==> src/rtl/dbsd_pkg.sv <==
package dbsd_pkg;

  typedef enum logic [2:0] {
    MODE_SAMPLE = 3'd0,
    MODE_EXTEST = 3'd1,
    MODE_CLAMP  = 3'd2,
    MODE_HIGHZ  = 3'd3,
    MODE_BYPASS = 3'd4
  } scan_mode_e;

  typedef struct packed {
    logic use_upd;    // outputs come from control-cell update stages
    logic force_off;  // every drive flag low
    logic bsr_sel;    // boundary register is the serial path
  } path_ctl_t;

  function automatic path_ctl_t decode_mode(input logic [2:0] code, input logic rst);
    path_ctl_t c;
    c = '{use_upd: 1'b0, force_off: 1'b0, bsr_sel: 1'b0};
    if (rst) begin
      c.bsr_sel = 1'b1;
    end else begin
      case (code)
        MODE_SAMPLE: c.bsr_sel = 1'b1;
        MODE_EXTEST: begin c.bsr_sel = 1'b1; c.use_upd = 1'b1; end
        MODE_CLAMP:  c.use_upd = 1'b1;
        MODE_HIGHZ:  c.force_off = 1'b1;
        default:     c = '{use_upd: 1'b0, force_off: 1'b0, bsr_sel: 1'b0};
      endcase
    end
    return c;
  endfunction

endpackage

==> src/rtl/dbsd_bsr.sv <==
module dbsd_bsr #(
  parameter int BYTE_W = 9
) (
  input  logic                  clk,
  input  logic                  rst,
  input  logic                  sel,
  input  logic                  shift_en,
  input  logic                  capture_en,
  input  logic                  update_en,
  input  logic                  tdi,
  input  logic [4*BYTE_W+5:0]   cap_vec,
  output logic                  so,
  output logic [BYTE_W-1:0]     a_upd,
  output logic [BYTE_W-1:0]     b_upd,
  output logic                  a_en_upd,
  output logic                  b_en_upd
);
  localparam int LEN      = 4*BYTE_W + 6;
  localparam int BO_TOP   = BYTE_W - 1;     // output B bit 0 cell
  localparam int AO_TOP   = 2*BYTE_W - 1;   // output A bit 0 cell
  localparam int BEN_IDX  = 4*BYTE_W;       // internal B enable cell
  localparam int AEN_IDX  = 4*BYTE_W + 3;   // internal A enable cell

  logic [LEN-1:0] sr_q;
  logic           upd_fire;

  assign upd_fire = sel && update_en;

  always_ff @(posedge clk) begin
    if (rst) begin
      sr_q <= '0;
    end else if (sel && capture_en) begin
      sr_q <= cap_vec;
    end else if (sel && shift_en) begin
      sr_q <= {tdi, sr_q[LEN-1:1]};
    end
  end

  assign so = sr_q[0];

  // update stages exist only behind the control cells
  for (genvar k = 0; k < BYTE_W; k++) begin : g_out_upd
    always_ff @(posedge clk) begin
      if (rst) begin
        a_upd[k] <= 1'b0;
        b_upd[k] <= 1'b0;
      end else if (upd_fire) begin
        a_upd[k] <= sr_q[AO_TOP-k];
        b_upd[k] <= sr_q[BO_TOP-k];
      end
    end
  end

  always_ff @(posedge clk) begin
    if (rst) begin
      a_en_upd <= 1'b0;
      b_en_upd <= 1'b0;
    end else if (upd_fire) begin
      a_en_upd <= sr_q[AEN_IDX];
      b_en_upd <= sr_q[BEN_IDX];
    end
  end

endmodule

==> src/rtl/dbsd_bypass.sv <==
module dbsd_bypass (
  input  logic clk,
  input  logic rst,
  input  logic sel,
  input  logic shift_en,
  input  logic capture_en,
  input  logic tdi,
  output logic q
);
  always_ff @(posedge clk) begin
    if (rst) begin
      q <= 1'b0;
    end else if (sel && capture_en) begin
      q <= 1'b0;
    end else if (sel && shift_en) begin
      q <= tdi;
    end
  end
endmodule

==> src/rtl/dbsd_byte_out.sv <==
module dbsd_byte_out #(
  parameter int BYTE_W = 9
) (
  input  logic [BYTE_W-1:0] sys_data,
  input  logic [1:0]        en_n,
  input  logic [BYTE_W-1:0] upd_data,
  input  logic              upd_en,
  input  logic              use_upd,
  input  logic              force_off,
  output logic [BYTE_W-1:0] dout,
  output logic [BYTE_W-1:0] drv,
  output logic              sys_en
);
  logic eff_en;

  assign sys_en = ~|en_n;

  always_comb begin
    if (force_off)    eff_en = 1'b0;
    else if (use_upd) eff_en = upd_en;
    else              eff_en = sys_en;
  end

  for (genvar k = 0; k < BYTE_W; k++) begin : g_bit
    assign dout[k] = use_upd ? upd_data[k] : sys_data[k];
    assign drv[k]  = eff_en;
  end
endmodule

==> src/rtl/dual_byte_scan_driver.sv <==
module dual_byte_scan_driver #(
  parameter int BYTE_W = 9
) (
  input  logic              clk,
  input  logic              rst,
  input  logic [BYTE_W-1:0] a_in,
  input  logic [1:0]        a_en_n,
  output logic [BYTE_W-1:0] a_out,
  output logic [BYTE_W-1:0] a_drv,
  input  logic [BYTE_W-1:0] b_in,
  input  logic [1:0]        b_en_n,
  output logic [BYTE_W-1:0] b_out,
  output logic [BYTE_W-1:0] b_drv,
  input  logic [2:0]        mode_sel,
  input  logic              capture_dr,
  input  logic              shift_dr,
  input  logic              update_dr,
  input  logic              tdi,
  output logic              tdo
);
  import dbsd_pkg::*;

  localparam int LEN = 4*BYTE_W + 6;

  path_ctl_t          ctl;
  logic [BYTE_W-1:0]  a_rev, b_rev;
  logic [BYTE_W-1:0]  a_upd, b_upd;
  logic               a_en_upd, b_en_upd;
  logic               a_sys_en, b_sys_en;
  logic [LEN-1:0]     cap_vec;
  logic               bsr_so, byp_q;

  assign ctl = decode_mode(mode_sel, rst);

  // bit 0 of each byte sits nearest the top of its chain field
  for (genvar k = 0; k < BYTE_W; k++) begin : g_rev
    assign a_rev[k] = a_in[BYTE_W-1-k];
    assign b_rev[k] = b_in[BYTE_W-1-k];
  end

  assign cap_vec = {a_en_n[1], a_en_n[0], a_sys_en,
                    b_en_n[1], b_en_n[0], b_sys_en,
                    a_rev, b_rev, a_rev, b_rev};

  dbsd_byte_out #(.BYTE_W(BYTE_W)) a_byte_i (
    .sys_data (a_in),
    .en_n     (a_en_n),
    .upd_data (a_upd),
    .upd_en   (a_en_upd),
    .use_upd  (ctl.use_upd),
    .force_off(ctl.force_off),
    .dout     (a_out),
    .drv      (a_drv),
    .sys_en   (a_sys_en)
  );

  dbsd_byte_out #(.BYTE_W(BYTE_W)) b_byte_i (
    .sys_data (b_in),
    .en_n     (b_en_n),
    .upd_data (b_upd),
    .upd_en   (b_en_upd),
    .use_upd  (ctl.use_upd),
    .force_off(ctl.force_off),
    .dout     (b_out),
    .drv      (b_drv),
    .sys_en   (b_sys_en)
  );

  dbsd_bsr #(.BYTE_W(BYTE_W)) bsr_i (
    .clk       (clk),
    .rst       (rst),
    .sel       (ctl.bsr_sel),
    .shift_en  (shift_dr),
    .capture_en(capture_dr),
    .update_en (update_dr),
    .tdi       (tdi),
    .cap_vec   (cap_vec),
    .so        (bsr_so),
    .a_upd     (a_upd),
    .b_upd     (b_upd),
    .a_en_upd  (a_en_upd),
    .b_en_upd  (b_en_upd)
  );

  dbsd_bypass byp_i (
    .clk       (clk),
    .rst       (rst),
    .sel       (~ctl.bsr_sel),
    .shift_en  (shift_dr),
    .capture_en(capture_dr),
    .tdi       (tdi),
    .q         (byp_q)
  );

  assign tdo = ctl.bsr_sel ? bsr_so : byp_q;

endmodule

==> config.mk <==
export PLATFORM = sky130hd
export DESIGN_NAME = dual_byte_scan_driver
export DESIGN_NICKNAME = d
export VERILOG_FILES = /design/src/rtl/dbsd_pkg.sv /design/src/rtl/dbsd_bsr.sv /design/src/rtl/dbsd_bypass.sv /design/src/rtl/dbsd_byte_out.sv /design/src/rtl/dual_byte_scan_driver.sv
export SDC_FILE = /design/constraint.sdc
export NUM_CORES = 1
export LEC_CHECK = 0
export BUFFER_PORTS_ARGS = -buffer_cell sky130_fd_sc_hd__clkbuf_2
export CORE_UTILIZATION = 35
export CTS_CLUSTER_SIZE = 10
export DETAILED_ROUTE_END_ITERATION = 16
export GPL_TIMING_DRIVEN = 0
export RECOVER_POWER = 50
export SYNTH_ARGS = -nofsm -noshare
export SYNTH_HDL_FRONTEND = slang
export SYNTH_SLANG_ARGS = --single-unit
==> constraint.sdc <==
create_clock -name clk -period 4.5 [get_ports clk]
set_clock_uncertainty 0.2 [all_clocks]
set_input_delay 0.45 -clock clk [delete_from_list [all_inputs] [get_ports clk]]
set_output_delay 0.45 -clock clk [all_outputs]
set_load 0.01 [all_outputs]
== After elaboration in Yosys (flattened, before gate mapping) ==
Index checks and enable logic that the tools add are counted.

* Memories kept: 0
* ROM bits: 0
* Bits in latches: 0
* Bits in writable memories: 0
* Input bits: 31
* Word-level logic and storage cells: 70
* Output and inout port bits: 37
* Bits in registers: 63

* Reductions and logical operators: 14
* Div/mod/pow operators: 0
* Shifts and indexed selects: 0
* Bitwise gates (word level): 1
* Equality and inequality tests: 3
* $lt $le $gt $ge: 0
* Add/sub/neg operators: 0
* $mul: 0
* Multiplexer cells: 30

{| class="wikitable"
|+ Operators with widths
! kind !! number
|-
| 42-bit two-way mux || 2
|-
| 1-bit two-way mux || 27
|-
| 2-bit OR reduction || 5
|-
| 3-bit by 2-bit == test with 1-bit output, second input constant || 2
|-
| 1-bit logical AND || 5
|-
| 3-bit by 1-bit == test with 1-bit output, second input constant || 1
|-
| 3-bit logical NOT || 1
|-
| 1-bit logical NOT || 2
|-
| 2-bit two-way mux || 1
|-
| 2-bit nonzero test || 1
|-
| 1-bit inverter || 1
|}

== Depth between registers and ports, before layout ==
Gate-level depths: netlist (run 1).

* Depth in word-level cells: 7
* Mapped depth: 5
* Depth with buffers taken out: 3

== Hierarchy ==
Synthesis (run 1) repeated with hierarchy kept, for this count alone.

* Cells, all modules: 379
* Area, all modules: 2961.6 um2

{| class="wikitable"
|+ By module, submodules not included
! module !! area an instance (um2) !! cells an instance !! instances
|-
| dbsd_bsr || 2444.8 || 321 || 1
|-
| dbsd_byte_out || 203.9 || 23 || 2
|-
| dual_byte_scan_driver || 60.1 || 7 || 1
|-
| dbsd_bypass || 48.8 || 5 || 1
|}

== Least setup slack after synthesis (run 1) ==
No wires, ideal clock.

* Path kind: input to output
* Start: input rst
* End: output a_drv[0]
* Buffers on the path: 2
* Data required time: 3.850 ns
* Data arrival time: 1.478 ns
* Slack: 2.372 ns
* Stages: 5
* Cells stage by stage: buf_2 nor2_1 o21ai_0 a32o_1 buf_4

* Longest elaborated chain between the ends: 3

{| class="wikitable"
|+ RTL lines
! what !! RTL line !! text
|-
| start: declaration || dual_byte_scan_driver.sv:5 || <nowiki>input logic rst,</nowiki>
|-
| 2-bit two-way mux (*) || dbsd_pkg.sv:20 || <nowiki>if (rst) begin</nowiki>
|-
| 1-bit two-way mux || dbsd_byte_out.sv:20 || <nowiki>else if (use_upd) eff_en = upd_en;</nowiki>
|-
| 1-bit two-way mux (*) || dbsd_byte_out.sv:19 || <nowiki>if (force_off) eff_en = 1'b0;</nowiki>
|-
| end: declaration || dual_byte_scan_driver.sv:9 || <nowiki>output logic [BYTE_W-1:0] a_drv,</nowiki>
|}

Mark *: on every way between the ends. The rest lies on a longest branch, timed or not.

== Worst setup path in the final report (run 1) ==
* Start: input rst
* End: output a_out[7]

* Longest elaborated chain between the ends: 2

{| class="wikitable"
|+ RTL lines
! what !! RTL line !! text
|-
| 2-bit two-way mux || dbsd_pkg.sv:20 ||
|-
| 1-bit two-way mux || dbsd_byte_out.sv:25 || <nowiki>assign dout[k] = use_upd ? upd_data[k] : sys_data[k];</nowiki>
|-
| end: declaration || dual_byte_scan_driver.sv:8 || <nowiki>output logic [BYTE_W-1:0] a_out,</nowiki>
|}

No other way between the ends.

==> summary.txt, run 1 <==
Run status
  • Status: completed

STA
  • Fin. max-slew vios: 0
  • Setup TNS: 0 ns
  • Fin. Hold Viols: 0
  • Worst Tran Pin Value: 0.848 ns
  • # setup viols final: 0
  • Rel. slew slack: 43.4%
  • Max Clock Freq: 399 MHz
  • Worst setup margin: 2.00 ns
  • RSZ-0062 raised after global routing: no
  • Fin crit period: 2.50 ns
  • Crit share post-route: 55.7%

Floorplan
  • Starting Density: 36.0%
  • I/O pin total: 68
  • Core ar.: 8220 sq um
  • Row cnt: 33
  • Die area: 8820 sq um
  • Die Y: 93.9 um
  • Die W: 93.9 um

Min path
  • Hold-critical path depth: 3
  • Hold Startpoint: tdi
  • Worst hold-check path type: in2reg
  • Hold Path End: byp_i.q$_SDFFE_PP0P_

Layout
  • Nets: 404
  • Antenna Cells: 0
  • Synth-to-Final Area Change: 21.8%
  • Final Non-Filler Cells: 483
  • Commonest non-fill, non-tap cells in the layout: clkbuf_2 (66), dfxtp_1 (63), nand2_1 (41)
  • Most common cell after layout, fill and taps aside: clkbuf_2
  • Layout cells sized above 1: 43.4%
  • Final Util: 43.9%

Global routing
  • GRT Total Usage: 17.7%
  • Via count of the first global-routing pass: 2364
  • Grt ovf: 0
  • Largest net degree at the start of global routing: 11
  • First-pass GRT wire length: 11900 um
  • Antenna violations before repair: 0

Route
  • Post-DRT Antenna Nets: 0
  • WL final: 7200 um
  • Detailed Route Iter0 Violations: 98
  • DRC: 0
  • Wire per inst: 14.9 um
  • DR vias/cell: 4.96
  • First-pass detailed-route iteration total: 4
  • Vias: 2397

Power
  • Flop pwr share: 47.2%
  • Switch share: 26.3%
  • Clock power share: 36.7%
  • Peak supply drop: 0.139 mV
  • Leak pwr: 1.67 nW
  • Net Switching: 349 uW
  • Combinational share of power: 16.0%
  • Internal power: 978 uW
  • Cell area power density: 368 nW/um^2

Place
  • Port Buffer Count: 66
  • Setup Slack @ Placement: 2.06 ns
  • Post-Place Cells: 467
  • Dpl hpwl: 5040 um
  • RD Place Congestion: 0.750

Clock network
  • Reg clk slew, reported paths: 0.06 ns
  • TritonCTS clock tree: built
  • Clk root buf: clkbuf_8
  • Post-CTS Resized: 0
  • Post-CTS setup buffers: 0
  • Hold Buf Count CTS: 0
  • CTS Buf Count: 9
  • H-tree depth: 3
  • CTS Sinks: 63
  • Clk_lat worst skew: 0.34 ns
  • Clk buf depth: 2

Critical path
  • End of the worst register-to-register path: bsr_i.sr_q[37]$_SDFFE_PP0P_
  • R2R Path Start: bsr_i.sr_q[38]$_SDFFE_PP0P_
  • CP Class: in2out
  • Slowest stage cell, crit path: nor2_1
  • Reg2Reg Setup Slack: 3.48 ns
  • Arr. time, crit path: 1.85 ns
  • Critical-path cell list: clkbuf_1 -> nor2_1 -> nand2_4 -> buf_6 -> mux2_4 -> clkbuf_2
  • Setup crit start: rst
  • Worst setup EP type: output port
  • Worst-path fanout max: 10
  • Required time of the critical path: 3.85 ns
  • R2r worst-path depth: 3
  • Worst setup SP type: primary input
  • Crit-path max cell delay: 0.35 ns

Synth
  • Mean Syn Cell Area: 9.99 sq um
  • Synth Warn #: 0
  • Netlist cell types: 29
  • Cell Area, Synth: 2960 sq um
  • Syn Inst Count: 296
  • Syn_nets: 327
  • Synth Register Bits: 63
  • Sequential cell area fraction in the yosys report: 42.6%

Flow run
  • Max-capacitance violation count: 0
[how the worst max path moves through the flow]
stage               endpoint  slack (ns)  cells past startpoint
floorplan           a_drv[0]        2.37                      5
global placement    a_out[7]        2.06                      6
global route        b_drv[1]        1.78                      6
finish              a_out[7]        2.00                      6
detailed placement  a_out[7]        2.06                      6
CTS                 a_out[7]        2.05                      6
[stage by stage]
step	hold WS (ns)	cell area, sq um	power [mW]
finish	0.196	3600	1.33
global placement	0.240	3420	0.849
global route	0.211	3600	1.38
floorplan	0.232	2960	0.778
CTS	0.187	3610	1.34
detailed placement	0.248	3420	0.852
[power by group through the flow]
stage	Combinational, mW	Clock (mW)	Sequential (mW)
floorplan	0.149	0	0.630
global placement	0.211	0	0.638
detailed placement	0.214	0	0.638
CTS	0.215	0.496	0.626
global route	0.233	0.521	0.631
finish	0.212	0.487	0.627
[layer usage]
layer | routed length (um) | global-route usage, %
met5 | 0 | 0
met4 | 87 | 5.77
met3 | 316 | 4.21
met2 | 3260 | 27.6
met1 | 3540 | 24.0
[sequential cells by signal, summed over array words and instances, names as in the netlist]
name / count
bsr_i.b_upd: 9
bsr_i.a_en_upd: 1
bsr_i.b_en_upd: 1
bsr_i.a_upd: 9
bsr_i.sr_q: 42
byp_i.q: 1
[cell families after synthesis]
group	count (synthesis)	share of synthesized area, %
AO/OA/AOI/OAI	75	22.0
XOR/XNOR	1	0.550
buffers and inverters	62	11.2
flip-flops	63	42.6
multiplexers	39	15.3
AND/OR/NAND/NOR	56	8.38
[worst max-delay path: cells and delay by family]
kind / cells / cell delay [ns]
buffers and inverters: 3 / 0.56
and+or+nand+nor: 2 / 0.53
muxes: 1 / 0.31
[synth_stat cells]
library cell | instances | area, sq um
a22oi_1 | 1 | 7.51
o32ai_1 | 4 | 35.0
buf_6 | 1 | 11.3
mux2_2 | 9 | 101
nor3b_1 | 1 | 7.51
nand3b_1 | 1 | 7.51
and3b_1 | 3 | 26.3
clkbuf_1 | 6 | 22.5
nor2b_1 | 2 | 12.5
mux2_4 | 10 | 150
o21ai_0 | 4 | 20.0
dfxtp_1 | 63 | 1260
mux2i_1 | 20 | 200
a32o_1 | 2 | 20.0
nor2_1 | 6 | 22.5
a21oi_1 | 22 | 110
xor2_2 | 1 | 16.3
inv_1 | 22 | 82.6
nand2_4 | 1 | 11.3
or2_2 | 1 | 6.26
o221a_2 | 36 | 405
o2111a_1 | 2 | 22.5
clkinv_1 | 1 | 3.75
nand2_1 | 41 | 154
o21ai_1 | 1 | 5.00
buf_4 | 20 | 150
o21ba_2 | 1 | 10.0
buf_2 | 12 | 60.1
a21o_1 | 2 | 15.0
[cell type report]
class,instances,area [sq um]
buffer,39,236
clock buffer,13,149
clock inverter,3,42.5
fill,823,4610
inverter,23,86.3
multi-input combinational,171,1370
sequential,63,1260
tap,105,131
timing repair buffer,66,330
(Power assumes the default switching activity.)
==> inputs of run 2 (changes only) <==
==> constraint.sdc (replaced) <==
create_clock -name clk -period 2.3 [get_ports clk]
set_clock_uncertainty 0.2 [all_clocks]
set_input_delay 0.23 -clock clk [delete_from_list [all_inputs] [get_ports clk]]
set_output_delay 0.23 -clock clk [all_outputs]
set_load 0.01 [all_outputs]
==> summary.txt, run 2 (synthesized netlist as in run 1, its figures left out) <==
Run status
  • Status: completed

Min path
  • Hold Startpoint: b_en_n[0]
  • Hold-critical path depth: 3
  • Hold Path End: bsr_i.sr_q[37]$_SDFFE_PP0P_
  • Worst hold-check path type: in2reg

Critical path
  • Worst-path fanout max: 9
  • CP Class: in2out
  • Top cell by count, worst path: clkbuf_2
  • Required time of the critical path: 1.87 ns
  • Setup crit start: b_en_n[1]
  • Arr. time, crit path: 1.65 ns
  • R2r worst-path depth: 3
  • Worst setup SP type: primary input
  • End of the worst register-to-register path: bsr_i.sr_q[37]$_SDFFE_PP0P_
  • Reg2Reg Setup Slack: 1.28 ns
  • Crit-path max cell delay: 0.54 ns
  • Slowest stage cell, crit path: dlygate4sd3_1
  • R2R Path Start: bsr_i.sr_q[38]$_SDFFE_PP0P_
  • Worst setup EP type: output port
  • Critical-path cell list: dlygate4sd3_1 -> clkbuf_2 -> nor2_1 -> a32o_1 -> buf_4 -> clkbuf_2

Route
  • DR vias/cell: 4.95
  • Vias: 2407
  • Detailed Route Iter0 Violations: 127
  • Wire per inst: 14.7 um
  • Post-DRT Antenna Nets: 0
  • DRC: 0
  • WL final: 7150 um
  • First-pass detailed-route iteration total: 4

STA
  • Fin crit period: 2.08 ns
  • Fin. Hold Viols: 0
  • # setup viols final: 0
  • Rel. slew slack: 44.3%
  • RSZ-0062 raised after global routing: no
  • Worst Tran Pin Value: 0.836 ns
  • Max Clock Freq: 480 MHz
  • Crit share post-route: 90.5%
  • Setup TNS: 0 ns
  • Fin. max-slew vios: 0

Clock network
  • Clk root buf: clkbuf_8
  • Post-CTS setup buffers: 0
  • CTS Buf Count: 9
  • CTS Sinks: 63
  • Post-CTS Resized: 0
  • Reg clk slew, reported paths: 0.07 ns
  • H-tree depth: 3
  • Clk_lat worst skew: 0.34 ns
  • TritonCTS clock tree: built
  • Clk buf depth: 2

Layout
  • Layout cells sized above 1: 42.8%
  • Final Util: 44.2%
  • Antenna Cells: 0
  • Top flop regs: bsr_i.sr_q (42), bsr_i.a_upd (9), bsr_i.b_upd (9)
  • Reg with most FFs: bsr_i.sr_q
  • Nets: 407
  • Most common cell after layout, fill and taps aside: clkbuf_2
  • Synth-to-Final Area Change: 22.8%
  • Commonest non-fill, non-tap cells in the layout: clkbuf_2 (65), dfxtp_1 (63), nand2_1 (41)
  • Max reg flops: 42

Floorplan
  • Die W: 93.9 um
  • Row cnt: 33
  • Die Y: 93.9 um
  • I/O pin total: 68
  • Starting Density: 36.0%
  • Core ar.: 8220 sq um
  • Die area: 8820 sq um

Place
  • Port Buffer Count: 66
  • RD Place Congestion: 0.750
  • Dpl hpwl: 5040 um

Global routing
  • First-pass GRT wire length: 11900 um
  • Via count of the first global-routing pass: 2365
  • Antenna violations before repair: 0
  • Grt ovf: 0
  • GRT Total Usage: 17.8%
  • Largest net degree at the start of global routing: 11

Power
  • Cell area power density: 716 nW/um^2
  • Leak pwr: 1.67 nW
  • Peak supply drop: 0.273 mV

Flow run
  • Max-capacitance violation count: 0
-- run 2: report_power, final --
part | switching, mW | leakage (nW) | internal (mW)
clock | 0.425 | 0.0936 | 0.530
sequential | 0.0533 | 0.520 | 1.17
combinational | 0.206 | 1.06 | 0.214
-- run 2: area by class of cell --
type / instances / area [sq um]
Tap cell: 105 / 131
Multi-Input combinational cell: 171 / 1370
Inverter: 23 / 86.3
Clock buffer: 13 / 149
Timing Repair Buffer: 69 / 359
Sequential cell: 63 / 1260
Fill cell: 825 / 4580
Clock inverter: 3 / 42.5
Buffer: 39 / 236
-- run 2: stage by stage --
step	std cells	hold slack (ns)	power (mW)	instance area [sq um]	worst slack (ns)
6_report	486	0.0102	2.60	3630	0.219
5_1_grt	486	0.0421	2.71	3630	0.131
4_1_cts	486	0.0104	2.62	3640	0.210
3_5_place_dp	467	0.248	1.67	3420	0.297
3_3_place_gp	467	0.240	1.66	3420	0.302
2_1_floorplan	296	0.193	1.52	2960	0.612
-- run 2: worst max path at each step --
| stage | to | slack [ns] | cells past startpoint |
|---|---|---|---|
| after floorplan | a_drv[0] | 0.61 | 5 |
| final | b_drv[1] | 0.22 | 6 |
| after CTS | b_drv[0] | 0.21 | 6 |
| after global routing | b_drv[1] | 0.13 | 6 |
| after detailed placement | a_out[7] | 0.30 | 6 |
| after global placement | a_out[7] | 0.30 | 6 |
-- run 2: routing by layer --
layer | wire length, um | GRT usage (%) | vias up | part of all wire, %
met5 | 0 | 0 | - | 0
met3 | 375 | 4.21 | 10 | 5.2
met1 | 3480 | 24.1 | 1122 | 49
met2 | 3190 | 27.6 | 72 | 45
met4 | 100 | 5.77 | 0 | 1.4
li1 | - | - | 1203 | -
-- run 2: critical path: cells and delay by family --
kind                   cells  cell delay (ns)
AOI/OAI and AO/OA          1             0.32
buffers and inverters      4             0.95
and+or+nand+nor            1             0.15
-- run 2: what timing repair did --
item                                    in CTS  in global routing
endpoints found under the setup margin       0                  0
endpoints found under the hold margin        3                  0
hold buffers                                 3                  0
==> inputs of run 3 (changes only) <==
--- a/config.mk
+++ b/config.mk
@@ -10,7 +10,6 @@
 export CTS_CLUSTER_SIZE = 10
 export DETAILED_ROUTE_END_ITERATION = 16
 export GPL_TIMING_DRIVEN = 0
-export RECOVER_POWER = 50
 export SYNTH_ARGS = -nofsm -noshare
 export SYNTH_HDL_FRONTEND = slang
 export SYNTH_SLANG_ARGS = --single-unit
==> summary.txt, run 3 (synthesized netlist as in run 1, its figures left out) <==
Layout
  • Fillers: 818
  • Register area: 1260 sq um
  • Commonest non-fill, non-tap cells in the layout: clkbuf_2 (66), dfxtp_1 (63), nand2_1 (41)
  • Synth-to-Final Area Change: 23.1%
  • Most common cell after layout, fill and taps aside: clkbuf_2
  • Footprint of the multi-input gates: 1370 sq um
  • Final Util: 44.3%
  • Layout cells sized above 1: 44.9%
  • Max reg flops: 42
  • Antenna Cells: 0
  • Top flop regs: bsr_i.sr_q (42), bsr_i.a_upd (9), bsr_i.b_upd (9)
  • Reg with most FFs: bsr_i.sr_q
  • Final Non-Filler Cells: 486
  • Nets: 407

STA
  • RSZ-0062 raised after global routing: no
  • Fin. max-slew vios: 0
  • Fin crit period: 2.07 ns
  • # setup viols final: 0
  • Worst Tran Pin Value: 0.620 ns
  • Setup TNS: 0 ns
  • Max Clock Freq: 483 MHz
  • Crit share post-route: 89.9%
  • Fin. Hold Viols: 0
  • Rel. slew slack: 58.7%
  • Hold_ws: 0.0170 ns

Global routing
  • Largest net degree at the start of global routing: 11
  • First-pass GRT wire length: 11900 um
  • GRT Total Usage: 17.8%
  • Via count of the first global-routing pass: 2365
  • Antenna violations before repair: 0
  • Grt ovf: 0

Min path
  • Worst hold-check path type: in2reg
  • Hold-critical path depth: 3
  • Hold Path End: bsr_i.sr_q[37]$_SDFFE_PP0P_
  • Hold Startpoint: b_en_n[0]

Clock network
  • CTS Sinks: 63
  • Reg clk slew, reported paths: 0.07 ns
  • Post-CTS Resized: 0
  • CTS Buf Count: 9
  • H-tree depth: 3
  • Post-CTS setup buffers: 0
  • Clk buf depth: 2
  • Clk_lat worst skew: 0.34 ns
  • TritonCTS clock tree: built
  • Clk root buf: clkbuf_8

Power
  • Peak supply drop: 0.276 mV
  • Leak pwr: 1.69 nW
  • Cell area power density: 715 nW/um^2

Place
  • Port Buffer Count: 66
  • Dpl hpwl: 5040 um
  • RD Place Congestion: 0.750
  • Post-Place Cells: 467

Floorplan
  • Row cnt: 33
  • I/O pin total: 68
  • Core ar.: 8220 sq um
  • Die area: 8820 sq um
  • Starting Density: 36.0%
  • Die Y: 93.9 um
  • Die W: 93.9 um

Critical path
  • Worst setup SP type: primary input
  • Reg2Reg Setup Slack: 1.28 ns
  • Required time of the critical path: 1.87 ns
  • Setup crit start: b_en_n[1]
  • End of the worst register-to-register path: bsr_i.sr_q[37]$_SDFFE_PP0P_
  • R2R Path Start: bsr_i.sr_q[38]$_SDFFE_PP0P_
  • Arr. time, crit path: 1.64 ns
  • Worst-path fanout max: 9
  • Worst setup EP type: output port
  • CP Class: in2out
  • R2r worst-path depth: 3

Flow run
  • Max-capacitance violation count: 0

Route
  • Vias: 2406
  • First-pass detailed-route iteration total: 4
  • DR vias/cell: 4.95
  • WL final: 7230 um
  • Post-DRT Antenna Nets: 0
  • DRC: 0
  • Detailed Route Iter0 Violations: 109
  • Wire per inst: 14.9 um

Run status
  • Status: completed
-- run 3: changes by cell type in the layout (fill, tap and decap cells not counted) --
cell	delta
o21ba_1	-1
buf_2	+6
clkbuf_1	-7
clkbuf_2	+1
o21ba_2	+1
-- run 3: per-stage QoR --
stage / instance area (sq um) / total power, mW / setup WS, ns
after CTS: 3640 / 2.62 / 0.210
after detailed placement: 3420 / 1.67 / 0.297
after global placement: 3420 / 1.66 / 0.302
after floorplan: 2960 / 1.52 / 0.612
final: 3640 / 2.60 / 0.232
after global routing: 3640 / 2.71 / 0.131
-- run 3: layer usage --
metal	vias to the layer above	part of all wire [%]	global-route usage, %
met5	-	0	0
met4	0	1.5	5.77
met3	9	5.2	4.21
met2	74	45	27.6
met1	1120	49	24.1
li1	1203	-	-
-- run 3: worst max-delay path by stage --
stage               endpoint  slack, ns  cells after the start
finish              b_drv[1]       0.23                      6
global route        b_drv[1]       0.13                      6
CTS                 b_drv[0]       0.21                      6
detailed placement  a_out[7]       0.30                      6
global placement    a_out[7]       0.30                      6
floorplan           a_drv[0]       0.61                      5
-- run 3: what timing repair did --
item	CTS	global route
endpoints found under the setup margin	0	0
endpoints found under the hold margin	3	0
hold buffers	3	0
-- run 3: where the power goes --
part | internal (mW) | total [mW] | switching [mW]
Sequential | 1.17 | 1.23 | 0.0534
Clock | 0.530 | 0.957 | 0.427
Combinational | 0.215 | 0.421 | 0.206
Total | 1.92 | 2.60 | 0.687
-- run 3: final cells by class --
cell class              instances  area share, %
plain buffers                  39           6.70
clock buffers                  13           4.09
clock inverters                 3           1.17
inverters                      23           2.37
multi-input cells             171           37.5
flip-flops and latches         63           34.6
well taps                     105           3.61
repair buffers                 69           9.90
-- run 3: critical path, cell delays in order --
cell	delay, ns
dlygate4sd3_1	0.54
clkbuf_2	0.13
nor2_1	0.14
a32o_1	0.32
buf_4	0.16
clkbuf_2	0.12
